File: config.mk
export PLATFORM = sky130hd
export DESIGN_NAME = spi_burst_master
export DESIGN_NICKNAME = d
export VERILOG_FILES = /design/src/rtl/spi_burst_pkg.sv /design/src/rtl/spi_clk_div.sv /design/src/rtl/spi_ss_map.sv /design/src/rtl/spi_bit_engine.sv /design/src/rtl/spi_burst_master.sv
export SDC_FILE = /design/constraint.sdc
export NUM_CORES = 1
export LEC_CHECK = 0
export BUFFER_PORTS_ARGS = -buffer_cell sky130_fd_sc_hd__buf_2
export CORE_ASPECT_RATIO = 1.4
export CORE_MARGIN = 3
export CORE_UTILIZATION = 25
export DETAILED_ROUTE_END_ITERATION = 12
export PLACE_DENSITY = 0.46
export SETUP_SLACK_MARGIN = 0.3
export SLEW_MARGIN = 0
export SYNTH_ARGS = -nofsm -noshare
export SYNTH_HDL_FRONTEND = slang
export SYNTH_SLANG_ARGS = --single-unit
File: constraint.sdc
create_clock -name clk_i -period 3 [get_ports clk_i]
set_input_delay 0.45 -clock clk_i [delete_from_list [all_inputs] [get_ports clk_i]]
set_output_delay 0.45 -clock clk_i [all_outputs]
set_load 0.02 [all_outputs]
File: src/rtl/spi_burst_pkg.sv
package spi_burst_pkg;
  localparam int unsigned ADDR_W = 4;

  localparam logic [ADDR_W-1:0] A_MODE = 4'h0;
  localparam logic [ADDR_W-1:0] A_CLK  = 4'h1;
  localparam logic [ADDR_W-1:0] A_DIV  = 4'h2;
  localparam logic [ADDR_W-1:0] A_SEL  = 4'h3;
  localparam logic [ADDR_W-1:0] A_CTRL = 4'h4;
  localparam logic [ADDR_W-1:0] A_STAT = 4'h5;

  localparam int unsigned M_CPHA = 1;
  localparam int unsigned M_CPOL = 2;
  localparam int unsigned M_LSB  = 3;
  localparam int unsigned M_EN   = 4;
  localparam int unsigned M_SSOE = 7;

  localparam int unsigned K_DIVEN = 2;

  localparam int unsigned S_DEC     = 3;
  localparam int unsigned S_LEN_LSB = 4;

  localparam int unsigned C_BUF  = 2;
  localparam int unsigned C_GO   = 3;
  localparam int unsigned C_CIE  = 6;
  localparam int unsigned C_EIE  = 7;
endpackage

File: src/rtl/spi_clk_div.sv
module spi_clk_div #(
  parameter int unsigned DIV_W = 8
) (
  input  logic             clk_i,
  input  logic             rst_ni,
  input  logic             run_i,
  input  logic [DIV_W-1:0] div_i,
  output logic             lead_o,
  output logic             trail_o
);
  logic [DIV_W-1:0] cnt_q, d_eff, half;

  assign d_eff   = (div_i < DIV_W'(2)) ? DIV_W'(2) : div_i;
  assign half    = d_eff >> 1;
  assign lead_o  = run_i && (cnt_q == half - DIV_W'(1));
  assign trail_o = run_i && (cnt_q == d_eff - DIV_W'(1));

  always_ff @(posedge clk_i or negedge rst_ni) begin
    if (!rst_ni)       cnt_q <= '0;
    else if (!run_i)   cnt_q <= '0;
    else if (trail_o)  cnt_q <= '0;
    else               cnt_q <= cnt_q + DIV_W'(1);
  end
endmodule

File: src/rtl/spi_ss_map.sv
module spi_ss_map #(
  parameter int unsigned SS_N = 3
) (
  input  logic [SS_N-1:0] field_i,
  input  logic            decode_i,
  output logic [SS_N-1:0] ss_o
);
  for (genvar g = 0; g < SS_N; g++) begin : g_line
    assign ss_o[g] = decode_i ? (field_i != SS_N'(g)) : field_i[g];
  end
endmodule

File: src/rtl/spi_bit_engine.sv
module spi_bit_engine #(
  parameter int unsigned NBYTES = 8,
  localparam int unsigned IDX_W = $clog2(NBYTES)
) (
  input  logic             clk_i,
  input  logic             rst_ni,
  input  logic             start_i,
  input  logic             cpol_i,
  input  logic             cpha_i,
  input  logic             lsb_i,
  input  logic [IDX_W-1:0] last_idx_i,
  input  logic             lead_i,
  input  logic             trail_i,
  input  logic             miso_i,
  input  logic [7:0]       tx_cur_i,
  input  logic [7:0]       tx_nxt_i,
  output logic [IDX_W-1:0] byte_idx_o,
  output logic             rx_we_o,
  output logic [7:0]       rx_byte_o,
  output logic             busy_o,
  output logic             done_o,
  output logic             sclk_o,
  output logic             mosi_o
);
  logic             busy_q, phase_q, mosi_q;
  logic [2:0]       bit_q;
  logic [IDX_W-1:0] byte_q;
  logic [7:0]       rx_q, rx_in;
  logic             last_bit, last_byte;

  function automatic logic [2:0] pos(input logic [2:0] b, input logic lsb);
    return lsb ? b : 3'd7 - b;
  endfunction

  assign rx_in     = lsb_i ? {miso_i, rx_q[7:1]} : {rx_q[6:0], miso_i};
  assign last_bit  = (bit_q == 3'd7);
  assign last_byte = (byte_q == last_idx_i);
  assign rx_we_o   = busy_q && trail_i && last_bit;
  assign rx_byte_o = cpha_i ? rx_in : rx_q;  // CPHA=1 samples on this very edge
  assign done_o    = rx_we_o && last_byte;
  assign busy_o    = busy_q;
  assign byte_idx_o = byte_q;
  assign sclk_o    = cpol_i ^ phase_q;
  assign mosi_o    = mosi_q;

  always_ff @(posedge clk_i or negedge rst_ni) begin
    if (!rst_ni) begin
      busy_q <= 1'b0; phase_q <= 1'b0; mosi_q <= 1'b0;
      bit_q <= '0; byte_q <= '0; rx_q <= '0;
    end else if (start_i && !busy_q) begin
      busy_q  <= 1'b1;
      phase_q <= 1'b0;
      bit_q   <= '0;
      byte_q  <= '0;
      mosi_q  <= tx_cur_i[pos(3'd0, lsb_i)];
    end else if (busy_q) begin
      if (lead_i) begin
        phase_q <= 1'b1;
        if (!cpha_i) rx_q   <= rx_in;
        else         mosi_q <= tx_cur_i[pos(bit_q, lsb_i)];
      end
      if (trail_i) begin
        phase_q <= 1'b0;
        if (cpha_i) rx_q <= rx_in;
        if (last_bit) begin
          bit_q <= '0;
          if (last_byte) begin
            busy_q <= 1'b0;
            byte_q <= '0;
          end else begin
            byte_q <= byte_q + IDX_W'(1);
            if (!cpha_i) mosi_q <= tx_nxt_i[pos(3'd0, lsb_i)];
          end
        end else begin
          bit_q <= bit_q + 3'd1;
          if (!cpha_i) mosi_q <= tx_cur_i[pos(bit_q + 3'd1, lsb_i)];
        end
      end
    end
  end
endmodule

File: src/rtl/spi_burst_master.sv
module spi_burst_master
  import spi_burst_pkg::*;
#(
  parameter int unsigned NBYTES = 8,
  parameter int unsigned SS_N   = 3,
  parameter int unsigned DIV_W  = 8
) (
  input  logic              clk_i,
  input  logic              rst_ni,
  input  logic              we_i,
  input  logic [ADDR_W-1:0] addr_i,
  input  logic [7:0]        wdata_i,
  output logic [7:0]        rdata_o,
  output logic              sclk_o,
  output logic              mosi_o,
  input  logic              miso_i,
  output logic [SS_N-1:0]   ss_o,
  output logic              ss_oe_o,
  output logic              irq_o
);
  localparam int unsigned IDX_W = $clog2(NBYTES);

  logic [7:0]       mode_q, clk_q, ctrl_q, sel_q;
  logic [DIV_W-1:0] div_q;
  logic             sts_done_q, sts_err_q;
  logic [7:0]       buf_q [NBYTES];

  logic             busy, done, rx_we, lead, trail, idle_wr, start, go_busy;
  logic [IDX_W-1:0] byte_idx;
  logic [7:0]       rx_byte;

  assign idle_wr = we_i && !busy;
  assign start   = idle_wr && (addr_i == A_CTRL) && wdata_i[C_GO] && wdata_i[C_BUF]
                   && mode_q[M_EN] && clk_q[K_DIVEN];
  assign go_busy = we_i && busy && (addr_i == A_CTRL) && wdata_i[C_GO];

  always_ff @(posedge clk_i or negedge rst_ni) begin
    if (!rst_ni) begin
      mode_q <= '0; clk_q <= '0; ctrl_q <= '0;
      sel_q  <= 8'h07; div_q <= '1;
    end else if (idle_wr) begin
      unique case (addr_i)
        A_MODE: mode_q <= wdata_i;
        A_CLK:  clk_q  <= wdata_i;
        A_DIV:  if (!clk_q[K_DIVEN]) div_q <= wdata_i[DIV_W-1:0];
        A_SEL:  sel_q  <= {1'b0, wdata_i[6:0]};
        A_CTRL: ctrl_q <= wdata_i & ~(8'd1 << C_GO);
        default: ;
      endcase
    end
  end

  // set wins over a same-cycle clear
  always_ff @(posedge clk_i or negedge rst_ni) begin
    if (!rst_ni) begin
      sts_done_q <= 1'b0;
      sts_err_q  <= 1'b0;
    end else begin
      if (done)                                        sts_done_q <= 1'b1;
      else if (we_i && addr_i == A_STAT && wdata_i[0]) sts_done_q <= 1'b0;
      if (go_busy)                                     sts_err_q  <= 1'b1;
      else if (we_i && addr_i == A_STAT && wdata_i[1]) sts_err_q  <= 1'b0;
    end
  end

  always_ff @(posedge clk_i or negedge rst_ni) begin
    if (!rst_ni) begin
      for (int i = 0; i < NBYTES; i++) buf_q[i] <= '0;
    end else begin
      for (int i = 0; i < NBYTES; i++) begin
        if (rx_we && byte_idx == IDX_W'(i))
          buf_q[i] <= rx_byte;
        else if (idle_wr && addr_i[3] && addr_i[IDX_W-1:0] == IDX_W'(i))
          buf_q[i] <= wdata_i;
      end
    end
  end

  always_comb begin
    rdata_o = '0;
    if (addr_i[3]) rdata_o = buf_q[addr_i[IDX_W-1:0]];
    else begin
      unique case (addr_i)
        A_MODE: rdata_o = mode_q;
        A_CLK:  rdata_o = clk_q;
        A_DIV:  rdata_o = 8'(div_q);
        A_SEL:  rdata_o = sel_q;
        A_CTRL: rdata_o = ctrl_q | (8'(busy) << C_GO);
        A_STAT: rdata_o = {6'd0, sts_err_q, sts_done_q};
        default: rdata_o = '0;
      endcase
    end
  end

  assign irq_o   = (sts_done_q && ctrl_q[C_CIE]) || (sts_err_q && ctrl_q[C_EIE]);
  assign ss_oe_o = mode_q[M_SSOE];

  spi_clk_div #(.DIV_W(DIV_W)) u_div (
    .clk_i, .rst_ni, .run_i(busy), .div_i(div_q), .lead_o(lead), .trail_o(trail)
  );

  spi_ss_map #(.SS_N(SS_N)) u_ss (
    .field_i(sel_q[SS_N-1:0]), .decode_i(sel_q[S_DEC]), .ss_o(ss_o)
  );

  spi_bit_engine #(.NBYTES(NBYTES)) u_eng (
    .clk_i, .rst_ni, .start_i(start),
    .cpol_i(mode_q[M_CPOL]), .cpha_i(mode_q[M_CPHA]), .lsb_i(mode_q[M_LSB]),
    .last_idx_i(sel_q[S_LEN_LSB +: IDX_W]),
    .lead_i(lead), .trail_i(trail), .miso_i,
    .tx_cur_i(buf_q[byte_idx]), .tx_nxt_i(buf_q[byte_idx + IDX_W'(1)]),
    .byte_idx_o(byte_idx), .rx_we_o(rx_we), .rx_byte_o(rx_byte),
    .busy_o(busy), .done_o(done), .sclk_o, .mosi_o
  );
endmodule

==> run_results.csv <==
group,metric,value,unit
synthesis,synth_flop_cell,"dfrtp_1",
power_and_ir_drop,powerDensity,652.8,mW/mm^2
grt,grt_pass1_vias,6645,
job,maxCapViolations,0,
die,fp.dieArea,0.03576,sq mm
clock_tree,clk_pin_slew,60,ps
grt,grt.overflow.total,0,
sta,worstMarginPinSlew,747.1,ps
setup_path,critPathBufInv,2,
die,ioPinCount,31,
die,start_util,25.61,%
die,core_area,0.03269,sq mm
synthesis,synth_edf_count,0,
drt,drtIter0Drc,342,
placement,place_congestion,0.8382,
die,die_y,222.6,um
synthesis,synthCells,749,
final_layout,drive_gt1_share,33.77,%
drt,dr.pass1.iters,4,
clock_tree,cts.sinks,129,
placement,postPlaceCellArea,0.009443,sq mm
drt,drtAntennaViolNets,0,
power_and_ir_drop,p_clk_share,30.0,%
sta,slew_headroom,50.01,%
drt,vias,6426,
setup_path,cp_slowest_cell,"dfstp_2",
synthesis,ys_ff_latch,129,
setup_path,crit_family,"compound AO/OA/AOI/OAI gates",
setup_path,startpoint_type,"flop",
clock_tree,cts_tree,"yes",
power_and_ir_drop,p_switching,2.308,mW
synthesis,syn_avg_cell_area,11.18,sq um
power_and_ir_drop,p_sw_share,34.17,%
power_and_ir_drop,ir_worst_vdd,370.8,uV
setup_path,reg2reg_depth,12,
drt,routed_wl,27780,um
placement,port_buffers,30,
placement,detailed_place_hpwl,20430,um
setup_path,r2r-start,"div_q[5]$_DFFE_PN1P_",
clock_tree,h-tree-depth,4,
power_and_ir_drop,p_comb_share,33.9,%
sta,finalSetupViolations,23,
setup_path,path_common_cell,"a221o_1",
synthesis,synth_nets,777,
synthesis,yosys_warnings,0,
final_layout,design_area,0.01035,sq mm
synthesis,ys_seq_area_share,38.71,%
power_and_ir_drop,pwr-share-seq,36.1,%
drt,routed_via_density,5.052,
sta,hold_viol,0,
clock_tree,clock_path_buffers,2,
sta,fin_skew,10.91,ps
synthesis,synth_cell_types,61,
setup_path,crit_fanout,7,
sta,fmax,0.3272,GHz
grt,antenna_found_initial,0,
grt,grt_pass1_wl,42150,um
clock_tree,clock_latency,430,ps
final_layout,diodes,0,
setup_path,r2r_slack,-60,ps
drt,drc_errors,0,
synthesis,ys_async_sr_fraction,100.0,%
sta,period_share,101.9,%
grt,grt_max_degree,64,
sta,layout_min_cycle_time,3056,ps
final_layout,area_growth,23.55,%
sta,slew_violations,0,
grt,track_usage,15.61,%
clock_tree,clockRootBuffer,"clkbuf_16",
setup_path,startpoint,"div_q[5]$_DFFE_PN1P_",
power_and_ir_drop,leakagePower,4.503,nW
clock_tree,cts_made_buffers,17,
die,rows,78,
sta,fin_setup_tns,-426.3,ps
worst_hold_path,hold_class,"in -> async",
setup_path,crit_path_cell_trace,"nor4_4 -> a21oi_2 -> ha_2 -> nor2b_4 -> xnor2_1 -> or3_1 -> a221o_1 -> nor3_4 -> buf_12 -> buf_6 -> a31oi_4 -> a221o_1",
setup_path,r2r_end,"buf_q[52]$_DFFE_PN0P_",
setup_path,critPathMaxStageDelay,620,ps
sta,rsz0062_at_grt,"true",
status,violations,"negative setup slack",
setup_path,required,3310,ps
die,fp.dieW,160.7,um
status,status,"finished, violations left",
drt,wl_per_cell,21.84,um
setup_path,path_class,"reg -> reg",
synthesis,synth_area,0.008374,sq mm
sta,setup_slack,-55.81,ps
setup_path,end_kind,"flop",
setup_path,cp_data_arrival_time,3370,ps
clock_tree,hold_buffers,0,
final_layout,nets,847,
power_and_ir_drop,internal_power,4.446,mW
[how the worst max path moves through the flow]
| stage | to | cells after the start |
|---|---|---|
| final | buf_q[52]$_DFFE_PN0P_ | 12 |
| after global routing | buf_q[49]$_DFFE_PN0P_ | 12 |
| after CTS | buf_q[49]$_DFFE_PN0P_ | 12 |
| after detailed placement | buf_q[37]$_DFFE_PN0P_ | 10 |
| after global placement | buf_q[35]$_DFFE_PN0P_ | 10 |
| after floorplan | buf_q[49]$_DFFE_PN0P_ | 13 |
[cell usage in the layout (no fill, tap or decap), types with 4 or more instances in the layout]
master / count
dfrtp_1: 118
mux2i_1: 87
buf_4: 63
nand2_1: 48
mux2_2: 43
mux4_2: 42
nor2_1: 33
buf_2: 28
a221o_1: 24
and2_1: 23
a21o_1: 19
xor2_1: 18
inv_1: 17
nand3_1: 17
clkbuf_16: 17
a21oi_1: 12
o21ai_0: 12
dfstp_2: 11
xnor2_1: 10
a22o_1: 9
nor3_1: 9
ha_1: 9
a31oi_1: 8
buf_6: 8
buf_12: 7
or3_1: 6
nand3b_1: 6
nand2b_1: 6
and3_1: 6
nor2_4: 6
a21oi_2: 5
nor3b_1: 5
a22oi_1: 5
o31ai_1: 5
o21ai_1: 5
a221oi_1: 4
clkinv_2: 4
[Yosys cell counts (all sizes together), types with 10 or more instances]
master,instances,area (sq um)
mux4,42,945.9
mux2,43,484.2
a21oi,19,95.09
nor3,10,61.31
and2,25,156.4
mux2i,88,884.6
inv,17,63.81
nand2,49,183.9
clkbuf,38,142.6
xnor2,12,105.1
o21ai,19,98.84
xor2,19,166.4
a21o,19,142.6
nor2,42,160.2
a221o,24,240.2
dfstp,11,289.0
ha,12,150.1
buf,18,102.6
dfrtp,118,2953
nand3,20,137.6
[layout make-up]
| class | instances | area, sq um |
|---|---|---|
| fillers | 3316 | 22350 |
| multi-input cells | 546 | 5069 |
| flip-flops and latches | 129 | 3242 |
| repair buffers | 107 | 858.3 |
| well taps | 440 | 550.5 |
| clock buffers | 23 | 478.0 |
| clock inverters | 9 | 81.33 |
| inverters | 18 | 67.56 |
[stage by stage]
stage / hold WS [ps] / worst slack (ps) / utilization, % / total power, mW / std cells
after floorplan: 154.4 / 4.796 / - / 3.835 / 749
after global placement: 483.4 / -120.4 / 28.88 / 4.636 / 1230
after detailed placement: 491.8 / -149.1 / 28.88 / 4.645 / 1230
after CTS: 37.63 / -72.11 / 31.08 / 6.738 / 1269
after global routing: 53.91 / -160.1 / 31.65 / 7.094 / 1272
final: 15.82 / -55.81 / 31.65 / 6.754 / 1272
[timing repair]
item,in CTS,in global routing
pin swaps,22,23
gates cloned,0,0
setup endpoints to repair,93,91
resized for setup,21,33
buffers inserted,7,3
[cell families (layout without fill, tap and decap cells)]
family | count (synthesis) | in the layout | share of synthesized area, %
buf+inv | 74 | 157 | 3.735
fa+ha+maj | 12 | 12 | 1.793
compound gates | 135 | 135 | 12.19
xor+xnor | 31 | 31 | 3.242
flops | 129 | 129 | 38.71
simple gates | 195 | 195 | 12.69
mux | 173 | 173 | 27.64
[per-layer routing]
| layer | routed length [um] | track usage [%] | vias to the layer above |
|---|---|---|---|
| met3 | 795 | 2.387 | 46 |
| met1 | 11000 | 18.05 | 3302 |
| met4 | 1020 | 6.555 | 0 |
| met5 | 0 | 0 | - |
| met2 | 14970 | 28.43 | 131 |
| li1 | - | - | 2947 |
[state kept, by name, indices dropped and copies added (netlist names), 7 cells and up]
signal       cells
u_div.cnt_q      8
sel_q            7
ctrl_q           7
clk_q            8
buf_q           64
u_eng.rx_q       8
mode_q           8
div_q            8
[power groups by stage]
stage	sequential, mW	clock [mW]	combinational [mW]
floorplan	2.31	0	1.52
global placement	2.47	0	2.17
detailed placement	2.47	0	2.17
CTS	2.44	2.06	2.23
global route	2.49	2.14	2.47
finish	2.44	2.02	2.29
Power figures use the tool's default switching activity.
